[src/rtl/tsense_pkg.sv]
package tsense_pkg;
   localparam int CFG_W    = 8;
   localparam int SD_BIT   = 0;
   localparam int OS_BIT   = 7;
   localparam int RES_W    = 2;
   localparam int RES_NUM  = 1 << RES_W;
   typedef enum logic {SQ_IDLE, SQ_CONV} seq_st_t;
endpackage

[src/rtl/tsense_cfg_cap.sv]
module tsense_cfg_cap
   import tsense_pkg::*;
#(
   parameter logic [CFG_W-1:0] CFG_PTR = 8'h01
)(
   input  logic             clk,
   input  logic             rst_n,
   input  logic             bit_vld,
   input  logic             bit_in,
   input  logic             xfer_end,
   output logic [CFG_W-1:0] cfg_q,
   output logic             os_req
);
   localparam int BC_W = $clog2(CFG_W);

   logic [CFG_W-1:0] shreg;
   logic [CFG_W-1:0] nxt;
   logic [BC_W-1:0]  bit_cnt;
   logic [1:0]       byte_idx;
   logic             ptr_hit;
   logic             last_bit;
   logic             wr_pls;

   assign nxt      = {shreg[CFG_W-2:0], bit_in};
   assign last_bit = bit_vld && !xfer_end && (bit_cnt == BC_W'(CFG_W-1));
   assign wr_pls   = last_bit && (byte_idx == 2'd1) && ptr_hit;
   assign os_req   = wr_pls && nxt[OS_BIT] && nxt[SD_BIT] && cfg_q[SD_BIT];

   always_ff @(posedge clk or negedge rst_n) begin
      if (!rst_n) begin
         shreg    <= '0;
         bit_cnt  <= '0;
         byte_idx <= 2'd0;
         ptr_hit  <= 1'b0;
      end else if (xfer_end) begin
         bit_cnt  <= '0;
         byte_idx <= 2'd0;
         ptr_hit  <= 1'b0;
      end else if (bit_vld) begin
         shreg   <= nxt;
         bit_cnt <= bit_cnt + BC_W'(1);
         if (last_bit) begin
            if (byte_idx == 2'd0) ptr_hit <= (nxt == CFG_PTR);
            if (byte_idx != 2'd2) byte_idx <= byte_idx + 2'd1;
         end
      end
   end

   always_ff @(posedge clk or negedge rst_n) begin
      if (!rst_n)      cfg_q <= '0;
      else if (wr_pls) cfg_q <= nxt & ~(CFG_W'(1) << OS_BIT);
   end


   cfg_hold_chk: assert property (@(posedge clk) disable iff (!rst_n)
      (xfer_end || !bit_vld) |=> $stable(cfg_q));
endmodule

[src/rtl/tsense_conv_seq.sv]
module tsense_conv_seq
   import tsense_pkg::*;
#(
   parameter int CONV_BASE = 25000,
   localparam int CNT_W = $clog2(CONV_BASE << (RES_NUM-1)) + 1
)(
   input  logic             clk,
   input  logic             rst_n,
   input  logic             sd,
   input  logic [RES_W-1:0] res,
   input  logic             os_req,
   output logic             busy,
   output logic             fin,
   output logic             done,
   output logic [RES_W-1:0] res_l
);
   seq_st_t          st;
   logic [CNT_W-1:0] cnt;
   logic             os_pend;
   logic             os_run;

   function automatic logic [CNT_W-1:0] conv_len(input logic [RES_W-1:0] r);
      return CNT_W'(CONV_BASE) << r;
   endfunction

   if (CONV_BASE < 2) begin : g_bad_base
      $error("CONV_BASE must be at least 2");
   end

   assign busy = (st == SQ_CONV);
   assign fin  = busy && (cnt == '0);

   always_ff @(posedge clk or negedge rst_n) begin
      if (!rst_n) begin
         st      <= SQ_IDLE;
         cnt     <= '0;
         done    <= 1'b0;
         os_pend <= 1'b0;
         os_run  <= 1'b0;
         res_l   <= '0;
      end else begin
         done <= 1'b0;
         case (st)
            SQ_IDLE: begin
               if (!sd || os_pend) begin
                  st     <= SQ_CONV;
                  cnt    <= conv_len(res) - CNT_W'(1);
                  res_l  <= res;
                  os_run <= sd;
               end
            end
            default: begin
               if (fin) begin
                  done <= 1'b1;
                  if (os_run) os_pend <= 1'b0;
                  if (!sd) begin
                     cnt    <= conv_len(res) - CNT_W'(1);
                     res_l  <= res;
                     os_run <= 1'b0;
                  end else begin
                     st <= SQ_IDLE;
                  end
               end else begin
                  cnt <= cnt - CNT_W'(1);
               end
            end
         endcase
         if (os_req) os_pend <= 1'b1;
      end
   end


   done_after_conv_chk: assert property (@(posedge clk) disable iff (!rst_n)
      done |-> $past(busy));

   res_latched_chk: assert property (@(posedge clk) disable iff (!rst_n)
      (busy && !fin) |=> $stable(res_l));

   oneshot_idle_chk: assert property (@(posedge clk) disable iff (!rst_n)
      (done && os_run && sd && !os_pend) |=> !busy);
endmodule

[src/rtl/tsense_res_fmt.sv]
module tsense_res_fmt
   import tsense_pkg::*;
#(
   parameter int OUT_W   = 16,
   parameter int MIN_RES = 9
)(
   input  logic             clk,
   input  logic             rst_n,
   input  logic             fin,
   input  logic [RES_W-1:0] res_l,
   input  logic [OUT_W-1:0] adc,
   output logic [OUT_W-1:0] temp
);
   logic [OUT_W-1:0] mask_tab [RES_NUM];

   if (MIN_RES + RES_NUM - 1 > OUT_W) begin : g_bad_width
      $error("result width too small for the resolution range");
   end

   for (genvar i = 0; i < RES_NUM; i++) begin : g_mask
      assign mask_tab[i] = {OUT_W{1'b1}} << (OUT_W - MIN_RES - i);
   end

   always_ff @(posedge clk or negedge rst_n) begin
      if (!rst_n)   temp <= '0;
      else if (fin) temp <= adc & mask_tab[res_l];
   end


   temp_only_on_fin_chk: assert property (@(posedge clk) disable iff (!rst_n)
      !fin |=> $stable(temp));
endmodule

[src/rtl/tsense_cfg_seq.sv]
module tsense_cfg_seq
   import tsense_pkg::*;
#(
   parameter int CONV_BASE = 25000,
   parameter int RES_LSB   = 5,
   parameter int OUT_W     = 16
)(
   input  logic             clk,
   input  logic             rst_n,
   input  logic             bus_bit_vld,
   input  logic             bus_bit,
   input  logic             bus_end,
   input  logic [OUT_W-1:0] adc_sample,
   output logic [CFG_W-1:0] cfg_rd,
   output logic [OUT_W-1:0] temp_q,
   output logic             busy,
   output logic             conv_done
);
   logic [CFG_W-1:0] cfg_q;
   logic             os_req;
   logic             fin;
   logic [RES_W-1:0] res_l;

   if (RES_LSB < 1 || RES_LSB + RES_W > OS_BIT) begin : g_bad_lsb
      $error("resolution field overlaps shutdown or one-shot bit");
   end

   tsense_cfg_cap u_cap (
      .clk(clk), .rst_n(rst_n), .bit_vld(bus_bit_vld), .bit_in(bus_bit),
      .xfer_end(bus_end), .cfg_q(cfg_q), .os_req(os_req)
   );

   tsense_conv_seq #(.CONV_BASE(CONV_BASE)) u_seq (
      .clk(clk), .rst_n(rst_n), .sd(cfg_q[SD_BIT]),
      .res(cfg_q[RES_LSB +: RES_W]), .os_req(os_req), .busy(busy),
      .fin(fin), .done(conv_done), .res_l(res_l)
   );

   tsense_res_fmt #(.OUT_W(OUT_W)) u_fmt (
      .clk(clk), .rst_n(rst_n), .fin(fin), .res_l(res_l),
      .adc(adc_sample), .temp(temp_q)
   );

   assign cfg_rd = cfg_q;
endmodule

[config.mk]
export PLATFORM = sky130hd
export DESIGN_NAME = tsense_cfg_seq
export DESIGN_NICKNAME = d
export VERILOG_FILES = /design/src/rtl/tsense_pkg.sv /design/src/rtl/tsense_cfg_cap.sv /design/src/rtl/tsense_conv_seq.sv /design/src/rtl/tsense_res_fmt.sv /design/src/rtl/tsense_cfg_seq.sv
export SDC_FILE = /design/constraint.sdc
export NUM_CORES = 1
export LEC_CHECK = 0
export BUFFER_PORTS_ARGS = -buffer_cell sky130_fd_sc_hd__buf_2
export CORE_UTILIZATION = 35
export CTS_BUF_LIST = sky130_fd_sc_hd__clkbuf_8
export CTS_CLUSTER_DIAMETER = 60
export DETAILED_ROUTE_END_ITERATION = 16
export HOLD_SLACK_MARGIN = 0.02
export PLACE_DENSITY = 0.57
export SYNTH_ARGS = -nofsm -noshare
export SYNTH_HDL_FRONTEND = slang
export SYNTH_SLANG_ARGS = --single-unit
[constraint.sdc]
create_clock -name clk -period 5.3 [get_ports clk]
set_input_delay 0.53 -clock clk [delete_from_list [all_inputs] [get_ports clk]]
set_output_delay 0.53 -clock clk [all_outputs]
set_load 0.005 [all_outputs]
# Word level (Yosys, flattened, before mapping)
# Cells that the tools add are included.
[totals] ff_bits=61 latchBits=0 ram_bits=0 rom_bits=0 inputBits=21 output_inout_bits=26 wordCells=90 n_memories=0
[op_classes] add_sub_neg=4 multipliers=0 div_mod_pow=0 order_cmp=1 n_eq_ne=7 shift=1 n_mux=35 bitwise_logic=3 reduce_logical=27
[op_table] cell="19-bit 2-to-1 mux" count=4
[op_table] cell="19-bit by 1-bit subtractor with 19-bit output (second input constant)" count=2
[op_table] cell="16-bit binary-select mux with 2-bit select" count=1
[op_table] cell="16-bit 2-to-1 mux" count=2
[op_table] cell="19-bit logical NOT" count=1
[op_table] cell="15-bit by 2-bit << shifter with 19-bit output (first input constant)" count=1
[op_table] cell="1-bit 2-to-1 mux" count=18
[op_table] cell="16-bit bitwise AND" count=1
[op_table] cell="2-bit 2-to-1 mux" count=8
[op_table] cell="2-bit nonzero test" count=8
[op_table] cell="3-bit AND reduction" count=4
[op_table] cell="8-bit by 1-bit == test with 1-bit output (second input constant)" count=1
[op_table] cell="1-bit logical AND" count=8
[op_table] cell="3-bit 2-to-1 mux" count=2
[op_table] cell="2-bit != test (second input constant)" count=3
[op_table] cell="2-bit AND reduction" count=2
[op_table] cell="3-bit by 1-bit adder with 3-bit output (second input constant)" count=1
[op_table] cell="3-bit == test (second input constant)" count=1
[op_table] cell="3-bit greater-or-equal comparator (second input constant)" count=1
[op_table] cell="3-bit != test (second input constant)" count=1
[op_table] cell="2-bit NOT with 3-bit output" count=1
[op_table] cell="2-bit by 1-bit adder with 2-bit output (second input constant)" count=1
[op_table] cell="2-bit by 1-bit == test with 1-bit output (second input constant)" count=1
[op_table] cell="1-bit logical NOT" count=2
[op_table] cell="3 further kinds" count=3

# Logic depth before layout (Yosys ltp)
# Gate-level depths: netlist of run 1.
[logic_depth] word_depth=10 ltp_mapped=9 depth_no_buf=9

# Cells and area by module
# From an unflattened synthesis of run 1, not the netlist that was laid out.
[unflattened] cells_unflattened=286 hier_area_um2=3027.9
[modules_own_cells] mod="tsense_conv_seq" instances=1 cells_each=167 area_each_um2=1566.5 seq_area_each_um2=625.6
[modules_own_cells] mod="tsense_cfg_cap" instances=1 cells_each=82 area_each_um2=939.7 seq_area_each_um2=500.5
[modules_own_cells] mod="tsense_res_fmt" instances=1 cells_each=37 area_each_um2=521.8 seq_area_each_um2=300.3

# Least setup slack after synthesis of run 1
# Ideal clock, no wire load.
[synth_timing] kind="register -> register" from="reg u_seq.cnt[8]" to="reg u_fmt.temp[12]" setup_time_ns=0.125 arrival_ns=2.253 t_required_ns=5.175 path_slack_ns=2.922 stages_incl_launch_ff=8 n_path_buf=3 period_less_slack_ns=2.378 cell_sequence="dfrtp_1 -> buf_6 -> or4_1 -> buf_2 -> nor4_4 -> nand3_2 -> buf_2 -> mux2_4"
[synth_between] elab_chain_cells=2
[synth_rtl] element="start: declaration" line="tsense_conv_seq.sv:18" source="logic [CNT_W-1:0] cnt;"
[synth_rtl] element="start signal: assignment" line="tsense_conv_seq.sv:47" source="cnt <= conv_len(res) - CNT_W'(1);"
[synth_rtl] element="start signal: assignment" line="tsense_conv_seq.sv:57" source="cnt <= conv_len(res) - CNT_W'(1);"
[synth_rtl] element="start signal: assignment" line="tsense_conv_seq.sv:64" source="cnt <= cnt - CNT_W'(1);"
[synth_rtl] element="19-bit logical NOT" line="tsense_conv_seq.sv:31" source="assign fin = busy && (cnt == '0);"
[synth_rtl] element="1-bit logical AND" line="tsense_conv_seq.sv:31"
[synth_rtl] element="end signal: assignment" line="tsense_res_fmt.sv:26" source="else if (fin) temp <= adc & mask_tab[res_l];"
[synth_rtl] element="end: declaration" line="tsense_res_fmt.sv:12" source="output logic [OUT_W-1:0] temp"
# No other way between the ends.
# A chain may end at the register's enable or synchronous reset.

# Worst setup path in the final report of run 1
[layout_timing] from="reg u_seq.cnt[8]" to="reg u_seq.cnt[9]"
[layout_between] elab_chain_cells=4 word_cells_on_any_way=7 cone_classes="add/sub (1); eq/ne (1); mux (2); reduce/logical (3)"
[layout_rtl] element="parallel branches: the longest is 4 deep, another holds 19-bit by 1-bit subtractor with 19-bit output"
# Parallel ways; which one is timed is not known.

==> results of run 1 <==
==> critical path, stage by stage, from the launching register on <==
cell and delay, ps:
dfrtp_1 450, or4_1 740, or3_4 460, o21ai_2 530
nand2_1 340, o221a_2 340
==> layout make-up <==
type | count | area share
multi-input combinational | 204 | 0.405
clock buffer | 10 | 0.0400
tap | 105 | 0.0382
sequential | 57 | 0.414
inverter | 14 | 0.0153
clock inverter | 6 | 0.0309
timing repair buffer | 38 | 0.0560
==> kinds of logic (layout without fill, tap and decap cells) <==
kind of cell	after synthesis	count (layout)	share of synthesized area
adders and majority gates	13	13	0.0549
xor gates and xnor gates	7	7	0.0207
other	1	5	0.00127
muxes	20	20	0.0782
buffers and inverters	31	68	0.0520
and+or+nand+nor	105	105	0.188
DFF	57	57	0.482
AOI/OAI and AO/OA	54	54	0.123
==> flip-flops by register name (all words and copies together), names as in the netlist <==
signal and flops:
u_cap.shreg 7, u_cap.byte_idx 2, u_seq.done 1, u_cap.cfg_q 7
u_seq.res_l 2, u_fmt.temp 12, u_seq.os_pend 1, u_seq.cnt 19
u_seq.os_run 1, u_cap.bit_cnt 3, u_seq.busy 1, u_cap.ptr_hit 1
==> cells in the mapped netlist (all sizes together), types with 9 or more instances <==
| cell type | n | area share |
|---|---|---|
| inv | 14 | 0.018 |
| a21oi | 12 | 0.022 |
| nand3 | 9 | 0.017 |
| nor3 | 14 | 0.024 |
| dfrtp | 57 | 0.48 |
| ha | 13 | 0.055 |
| buf | 11 | 0.027 |
| o21ai | 16 | 0.028 |
| nor2 | 19 | 0.027 |
| mux2 | 16 | 0.065 |
| nand2 | 32 | 0.041 |
==> power by group <==
group | internal, mW | total, mW | switching [mW]
Combinational | 0.0192 | 0.0431 | 0.0239
Sequential | 0.450 | 0.462 | 0.0119
Clock | 0.322 | 0.492 | 0.170
Total | 0.791 | 0.997 | 0.206
==> path summary, 6_finish.rpt <==
kind	start	end	slack, ps	depth (start not counted)
max in group asynchronous	rst_n	u_cap.bit_cnt[1]	4480	2
max reg2reg	u_seq.cnt[8]	u_seq.cnt[9]	2330	5
min reg2reg	u_fmt.temp[5]	u_fmt.temp[5]	480	2
max	u_seq.cnt[8]	u_seq.cnt[9]	2330	5
min	rst_n	u_seq.cnt[2]	330	2
min in group clk	adc_sample[13]	u_fmt.temp[13]	420	2
==> routing by layer <==
layer / GRT usage / wire length, um / vias up
li1: - / - / 1092
met1: 0.204 / 2930 / 1082
met2: 0.235 / 2820 / 46
met3: 0.0461 / 298 / 11
met4: 0.0667 / 96 / 0
met5: 0 / 0 / -
==> results.sh, run 1 <==
export IMPL_finalHoldViolCount=0
export IMPL_ys_warn_count=0
export IMPL_cts_resized=0
export IMPL_hold_slack_ps=331
export IMPL_power_total_mw=0.997
export IMPL_min_period_ps=2970
export IMPL_wirelength_um=6140
export IMPL_mostFrequentLayoutCells="dfrtp_1 (57), buf_2 (37), nand2_1 (32)"
export IMPL_final_cell_area_mm2=0.00344
export IMPL_fmax_mhz=337
export IMPL_cts_setup_buffers=0
export IMPL_tritoncts="built"
export IMPL_viasPerCell=5.14
export IMPL_worst_pin_slew_ps=957
export IMPL_postPlaceCellArea_mm2=0.00320
export IMPL_port_buffers=37
export IMPL_vdd_drop_max_mv=0.224
export IMPL_cts_hold_buf=0
export IMPL_status="completed"
export IMPL_path_max_fanout=14
export IMPL_fin_setup_tns_ps=0
export IMPL_die_x_um=94.0
export IMPL_ant_nets=0
export IMPL_nNetsFinal=358
export IMPL_antennaDiodeCount=0
export IMPL_synth_ff_type="dfrtp_1"
export IMPL_hp_class="in -> async"
export IMPL_worstPathRequired_ps=5530
export IMPL_routedWlPerCell_um=14.2
export IMPL_dr_pass1_iters=4
export IMPL_fin_util=0.419
export IMPL_mostFrequentLayoutCell="dfrtp_1"
export IMPL_cts_path_max_buffers=2
export IMPL_clock_latency_ps=340
export IMPL_syn_inst=288
export IMPL_slew_headroom=0.362
export IMPL_gp_congestion=0.806
export IMPL_place_ws_ps=2400
export IMPL_die_y_um=94.0
export IMPL_grt_total_usage=0.155
export IMPL_numCtsBuffers=9
export IMPL_setup_violations=0
export IMPL_synth_area_per_cell_um2=10.3
export IMPL_synth_edf_count=0
export IMPL_fp_dieArea_mm2=0.00883
export IMPL_cp_arrival_ps=3200
export IMPL_drive_gt1_frac=0.243
export IMPL_synth_cell_types=55
export IMPL_htree_levels=3
export IMPL_cap_violations=0
export IMPL_placeableCoreArea_mm2=0.00822
export IMPL_dr_first_iter_drc_count=102
export IMPL_layout_setup_ws_ps=2330
export IMPL_leakage_nw=1.60
export IMPL_placed_cells=418
export IMPL_grt_pass1_vias=2094
export IMPL_drv_slew=0
export IMPL_clk_pin_slew_ps=60
export IMPL_hpwl_um=4190
export IMPL_register_area_mm2=0.00143
export IMPL_ys_ff_latch=57
export IMPL_remaining_drc_errors=0
export IMPL_fin_cells=434
export IMPL_cts_sinks=57
export IMPL_initial_core_util=0.360
export IMPL_power_density_mw_per_mm2=290
export IMPL_rows=33
export IMPL_grt_max_degree=58
export IMPL_antenna_found_initial=0
export IMPL_crit_type="reg -> reg"
export IMPL_fill_cells=800
export IMPL_num_vias=2231
export IMPL_grt_pass1_wl_um=10400
export IMPL_io_pin_count=47
export IMPL_clock_skew_ps=9.54
export IMPL_overflow=0
export IMPL_seq_area_frac_synth=0.482
export IMPL_start_kind="flop"
export IMPL_area_delta_synth_final_pct=16.3
export IMPL_cp_end_kind="flop"
export IMPL_synth_area_mm2=0.00296
export IMPL_period_share=0.560
export IMPL_clock_root_buffer="clkbuf_8"
export IMPL_multi_input_area_mm2=0.00140
export IMPL_rsz0062_at_grt="no"
export IMPL_async_reset_ff_frac=1.00
(Power assumes the default switching activity.)
==> inputs of run 2 (changes only) <==
==> constraint.sdc (replaced) <==
create_clock -name clk -period 2.9 [get_ports clk]
set_input_delay 0.29 -clock clk [delete_from_list [all_inputs] [get_ports clk]]
set_output_delay 0.29 -clock clk [all_outputs]
set_load 0.005 [all_outputs]
==> run 2 against run 1 <==
Effect of this change:
- routed wire length grew 3.2%
- clock power grew 78%
- hold slack lost 150 ps
- fmax grew 12%
- die area is the same
- combinational power grew 87%
- core utilization grew 0.93 points
- final cell count grew 2.5%
- count of clock-buffer cells in the layout shrank 1
- sequential share of layout area shrank 0.90 points
- global-route usage grew 0.36 points
- first-iteration DRC count grew 5.9%
- critical path type unchanged
- largest power group unchanged
- highest routed layer unchanged
==> results.sh, run 2 (synthesis gave the netlist of run 1 again) <==
export IMPL_clock_latency_ps=330
export IMPL_ant_nets=0
export IMPL_cp_buffers_inverters=1
export IMPL_die_y_um=94.0
export IMPL_fmax_mhz=378
export IMPL_min_delay_start="adc_sample[13]"
export IMPL_overflow=0
export IMPL_slew_headroom=0.519
export IMPL_wirelength_um=6340
export IMPL_grt_pass1_wl_um=10700
export IMPL_numCtsBuffers=9
export IMPL_grt_pass1_vias=2188
export IMPL_cp_arrival_ps=2860
export IMPL_largest_registers="u_seq.cnt x19, u_fmt.temp x12"
export IMPL_path_max_fanout=8
export IMPL_min_period_ps=2640
export IMPL_rsz0062_at_grt="no"
export IMPL_status="completed"
export IMPL_worstPathRequired_ps=3120
export IMPL_period_share=0.911
export IMPL_critPathLaunch="u_seq.cnt[8]"
export IMPL_antennaDiodeCount=0
export IMPL_num_vias=2283
export IMPL_io_pin_count=47
export IMPL_cap_violations=0
export IMPL_grt_total_usage=0.158
export IMPL_drive_gt1_frac=0.262
export IMPL_hp_class="in -> reg"
export IMPL_critical_path_top_delay_family="simple AND/OR/NAND/NOR gates"
export IMPL_power_density_mw_per_mm2=512
export IMPL_r2r_start="u_seq.cnt[8]"
export IMPL_mostFrequentLayoutCell="dfrtp_1"
export IMPL_cts_setup_buffers=0
export IMPL_vdd_drop_max_mv=0.369
export IMPL_viasPerCell=5.13
export IMPL_finalHoldViolCount=0
export IMPL_htree_levels=3
export IMPL_crit_type="reg -> reg"
export IMPL_clock_skew_ps=7.47
export IMPL_dr_first_iter_drc_count=108
export IMPL_grt_max_degree=29
export IMPL_remaining_drc_errors=0
export IMPL_cts_hold_buf=1
export IMPL_setup_violations=0
export IMPL_hpwl_um=4560
export IMPL_nNetsFinal=369
export IMPL_dr_pass1_iters=4
export IMPL_port_buffers=37
export IMPL_tritoncts="built"
export IMPL_drv_slew=0
export IMPL_power_total_mw=1.80
export IMPL_cts_sinks=57
export IMPL_fin_setup_tns_ps=0
export IMPL_max_stage_delay_ps=730
export IMPL_cp_end_kind="flop"
export IMPL_rows=33
export IMPL_clk_pin_slew_ps=70
export IMPL_start_kind="flop"
export IMPL_antenna_found_initial=0
export IMPL_mostFrequentLayoutCells="dfrtp_1 (57), buf_2 (37), nand2_1 (32)"
export IMPL_regMostFlops="u_seq.cnt"
export IMPL_area_delta_synth_final_pct=18.9
export IMPL_initial_core_util=0.360
export IMPL_fill_cells=810
export IMPL_die_x_um=94.0
export IMPL_leakage_nw=1.66
export IMPL_path_cells="or4_1, or3_4, o21ai_2, buf_4, o21ai_0, a221o_1"
export IMPL_cts_resized=0
export IMPL_worst_pin_slew_ps=721
export IMPL_gp_congestion=0.808
export IMPL_routedWlPerCell_um=14.2
export IMPL_placeableCoreArea_mm2=0.00822
export IMPL_critPathSlowestCell="or4_1"
export IMPL_largest_register_ffs=19
export IMPL_clock_root_buffer="clkbuf_8"
export IMPL_fp_dieArea_mm2=0.00883
export IMPL_cts_path_max_buffers=2
==> run 2: changes by cell type in the layout (fill, tap and decap cells not counted) <==
cell and delta:
buf_4 +10, clkbuf_8 -1, clkinv_4 +1, clkinvlp_4 -1
dlygate4sd3_1 +1, inv_1 +1
==> run 2: layer usage <==
layer / track usage / part of all wire / vias to the layer above
li1: - / - / 1118
met1: 0.210 / 0.47 / 1113
met2: 0.245 / 0.48 / 46
met3: 0.0405 / 0.036 / 6
met4: 0.0667 / 0.0092 / 0
met5: 0 / 0 / -
==> run 2: worst register-to-register path, delay by kind of cell, from the launching register on <==
kind,cells,cell delay (ps)
buf+inv,1,200
simple gates,2,1190
flops,1,450
compound gates,3,690
==> run 2: area by class of cell <==
type                    instances  area [um2]  area share
flip-flops and latches         57        1430       0.405
multi-input cells             204        1400       0.397
repair buffers                 49         278      0.0789
well taps                     105         131      0.0373
clock buffers                   9         124      0.0352
clock inverters                 7         111      0.0317
inverters                      14        52.6      0.0149
==> run 2: metrics by stage <==
stage	worst slack (ps)	area (um2)	util	cells	hold WS, ps
after CTS	265	3520	0.428	445	164
after global placement	314	3270	0.398	428	193
after detailed placement	275	3270	0.398	428	200
final	258	3520	0.428	445	183
after floorplan	522	2980	-	292	-5.59
after global routing	168	3520	0.428	445	175
==> run 2: power by group <==
| part | internal, mW | switching, mW |
|---|---|---|
| logic | 0.0368 | 0.0438 |
| clock network | 0.564 | 0.313 |
| registers | 0.822 | 0.0222 |
==> run 2: final timing paths <==
kind	slack (ps)	to	depth (start not counted)
max reg2reg	260	u_seq.cnt[3]	6
min in group asynchronous	380	u_cap.byte_idx[1]	2
min	180	u_fmt.temp[13]	2
min reg2reg	480	u_fmt.temp[6]	2
max	260	u_seq.cnt[3]	6
max in group asynchronous	1860	u_seq.res_l[0]	3
==> inputs of run 3 (changes only) <==
--- a/config.mk
+++ b/config.mk
@@ -11,7 +11,8 @@
 export CTS_CLUSTER_DIAMETER = 60
 export DETAILED_ROUTE_END_ITERATION = 16
 export HOLD_SLACK_MARGIN = 0.02
-export PLACE_DENSITY = 0.57
+export PLACE_DENSITY = 0.54
+export SKIP_CTS_REPAIR_TIMING = 1
 export SYNTH_ARGS = -nofsm -noshare
 export SYNTH_HDL_FRONTEND = slang
 export SYNTH_SLANG_ARGS = --single-unit
==> run 3 against run 2 <==
Effect of this change:
- total power down 7.8%
- clock power down 16%
- largest cell class unchanged
- largest power group is now sequential cells
- sequential share of layout area up 0.53 points
- final cell count down 0.45%
- global-route usage up 0.83 points
- flip-flop and latch count unchanged
==> results.sh, run 3 (synthesis gave the netlist of run 1 again) <==
export IMPL_status="completed"
export IMPL_cts_sinks=57
export IMPL_fmax_mhz=384
export IMPL_clock_skew_ps=10.9
export IMPL_antennaDiodeCount=0
export IMPL_area_delta_synth_final_pct=17.3
export IMPL_cp_end_kind="flop"
export IMPL_hp_class="in -> async"
export IMPL_regMostFlops="u_seq.cnt"
export IMPL_routedWlPerCell_um=14.7
export IMPL_numCtsBuffers=9
export IMPL_setup_violations=0
export IMPL_clock_latency_ps=340
export IMPL_finalHoldViolCount=0
export IMPL_leakage_nw=1.62
export IMPL_initial_core_util=0.360
export IMPL_antenna_found_initial=0
export IMPL_fin_setup_tns_ps=0
export IMPL_wirelength_um=6510
export IMPL_placeableCoreArea_mm2=0.00822
export IMPL_slew_headroom=0.343
export IMPL_fp_dieArea_mm2=0.00883
export IMPL_dr_pass1_iters=4
export IMPL_io_pin_count=47
export IMPL_multi_input_area_mm2=0.00140
export IMPL_port_buffers=37
export IMPL_ant_nets=0
export IMPL_clk_pin_slew_ps=70
export IMPL_grt_max_degree=43
export IMPL_mostFrequentLayoutCells="dfrtp_1 (57), buf_2 (37), nand2_1 (32)"
export IMPL_dr_first_iter_drc_count=127
export IMPL_clock_root_buffer="clkbuf_8"
export IMPL_remaining_drc_errors=0
export IMPL_path_max_fanout=8
export IMPL_rrSetupSlack_ps=300
export IMPL_cap_violations=0
export IMPL_min_period_ps=2600
export IMPL_die_x_um=94.0
export IMPL_overflow=0
export IMPL_gp_congestion=0.794
export IMPL_period_share=0.897
export IMPL_drv_slew=0
export IMPL_hpwl_um=4520
export IMPL_rows=33
export IMPL_die_y_um=94.0
export IMPL_vdd_drop_max_mv=0.269
export IMPL_start_kind="flop"
export IMPL_grt_total_usage=0.167
export IMPL_cp_arrival_ps=2830
export IMPL_nNetsFinal=367
export IMPL_htree_levels=3
export IMPL_r2r_cells=5
export IMPL_power_density_mw_per_mm2=478
export IMPL_reg2reg_to="u_seq.cnt[9]"
export IMPL_cts_path_max_buffers=2
export IMPL_num_vias=2286
export IMPL_largest_registers="u_seq.cnt x19, u_fmt.temp x12"
export IMPL_crit_type="reg -> reg"
export IMPL_grt_pass1_vias=2165
export IMPL_fill_cells=833
export IMPL_drive_gt1_frac=0.266
export IMPL_tritoncts="built"
export IMPL_worstPathRequired_ps=3130
export IMPL_largest_register_ffs=19
export IMPL_viasPerCell=5.16
export IMPL_register_area_mm2=0.00143
export IMPL_mostFrequentLayoutCell="dfrtp_1"
export IMPL_grt_pass1_wl_um=11100
export IMPL_hold_slack_ps=109
export IMPL_worst_pin_slew_ps=986
export IMPL_rsz0062_at_grt="no"
export IMPL_r2r_start="u_seq.cnt[8]"
==> run 3: metrics by stage <==
stage,power [mW],util,instance area (um2),worst slack [ps],std cells
finish,1.66,0.423,3470,299,443
detailed placement,0.942,0.399,3280,330,427
floorplan,0.898,-,2980,522,292
global placement,0.939,0.399,3280,348,427
CTS,1.69,0.423,3470,308,443
global route,1.74,0.423,3470,214,443
==> run 3: worst max-delay path by stage <==
stage,cells after the start,slack (ps),startpoint,to
after floorplan,7,520,u_seq.cnt[8],u_fmt.temp[12]
after global placement,5,350,u_seq.cnt[8],u_seq.cnt[9]
after detailed placement,5,330,u_seq.cnt[8],u_seq.cnt[9]
after CTS,5,310,u_seq.cnt[8],u_seq.cnt[9]
after global routing,5,210,u_seq.cnt[8],u_seq.cnt[9]
final,5,300,u_seq.cnt[8],u_seq.cnt[9]
==> run 3: final cells by class <==
class / instances / area share
inverters: 14 / 0.0151
repair buffers: 47 / 0.0785
flip-flops and latches: 57 / 0.411
clock inverters: 7 / 0.0205
multi-input cells: 204 / 0.402
clock buffers: 9 / 0.0357
well taps: 105 / 0.0378
==> run 3: worst max-delay path, cell delays in order (launching register included) <==
cell	delay, ps
dfrtp_1	450
or4_1	740
or3_4	460
o21ai_2	270
nand2_1	240
o221a_2	330
==> run 3: report_power, final <==
part / switching, mW / internal [mW] / leakage, nW
combinational: 0.0444 / 0.0359 / 0.825
clock: 0.344 / 0.394 / 0.0912
sequential: 0.0220 / 0.822 / 0.700
total: 0.410 / 1.25 / 1.62
==> run 3: metal layers <==
metal	global-route usage	part of all wire	routed length [um]
met1	0.224	0.48	3120
met2	0.252	0.46	3010
met3	0.0542	0.049	318
met4	0.0538	0.010	65
met5	0	0	0
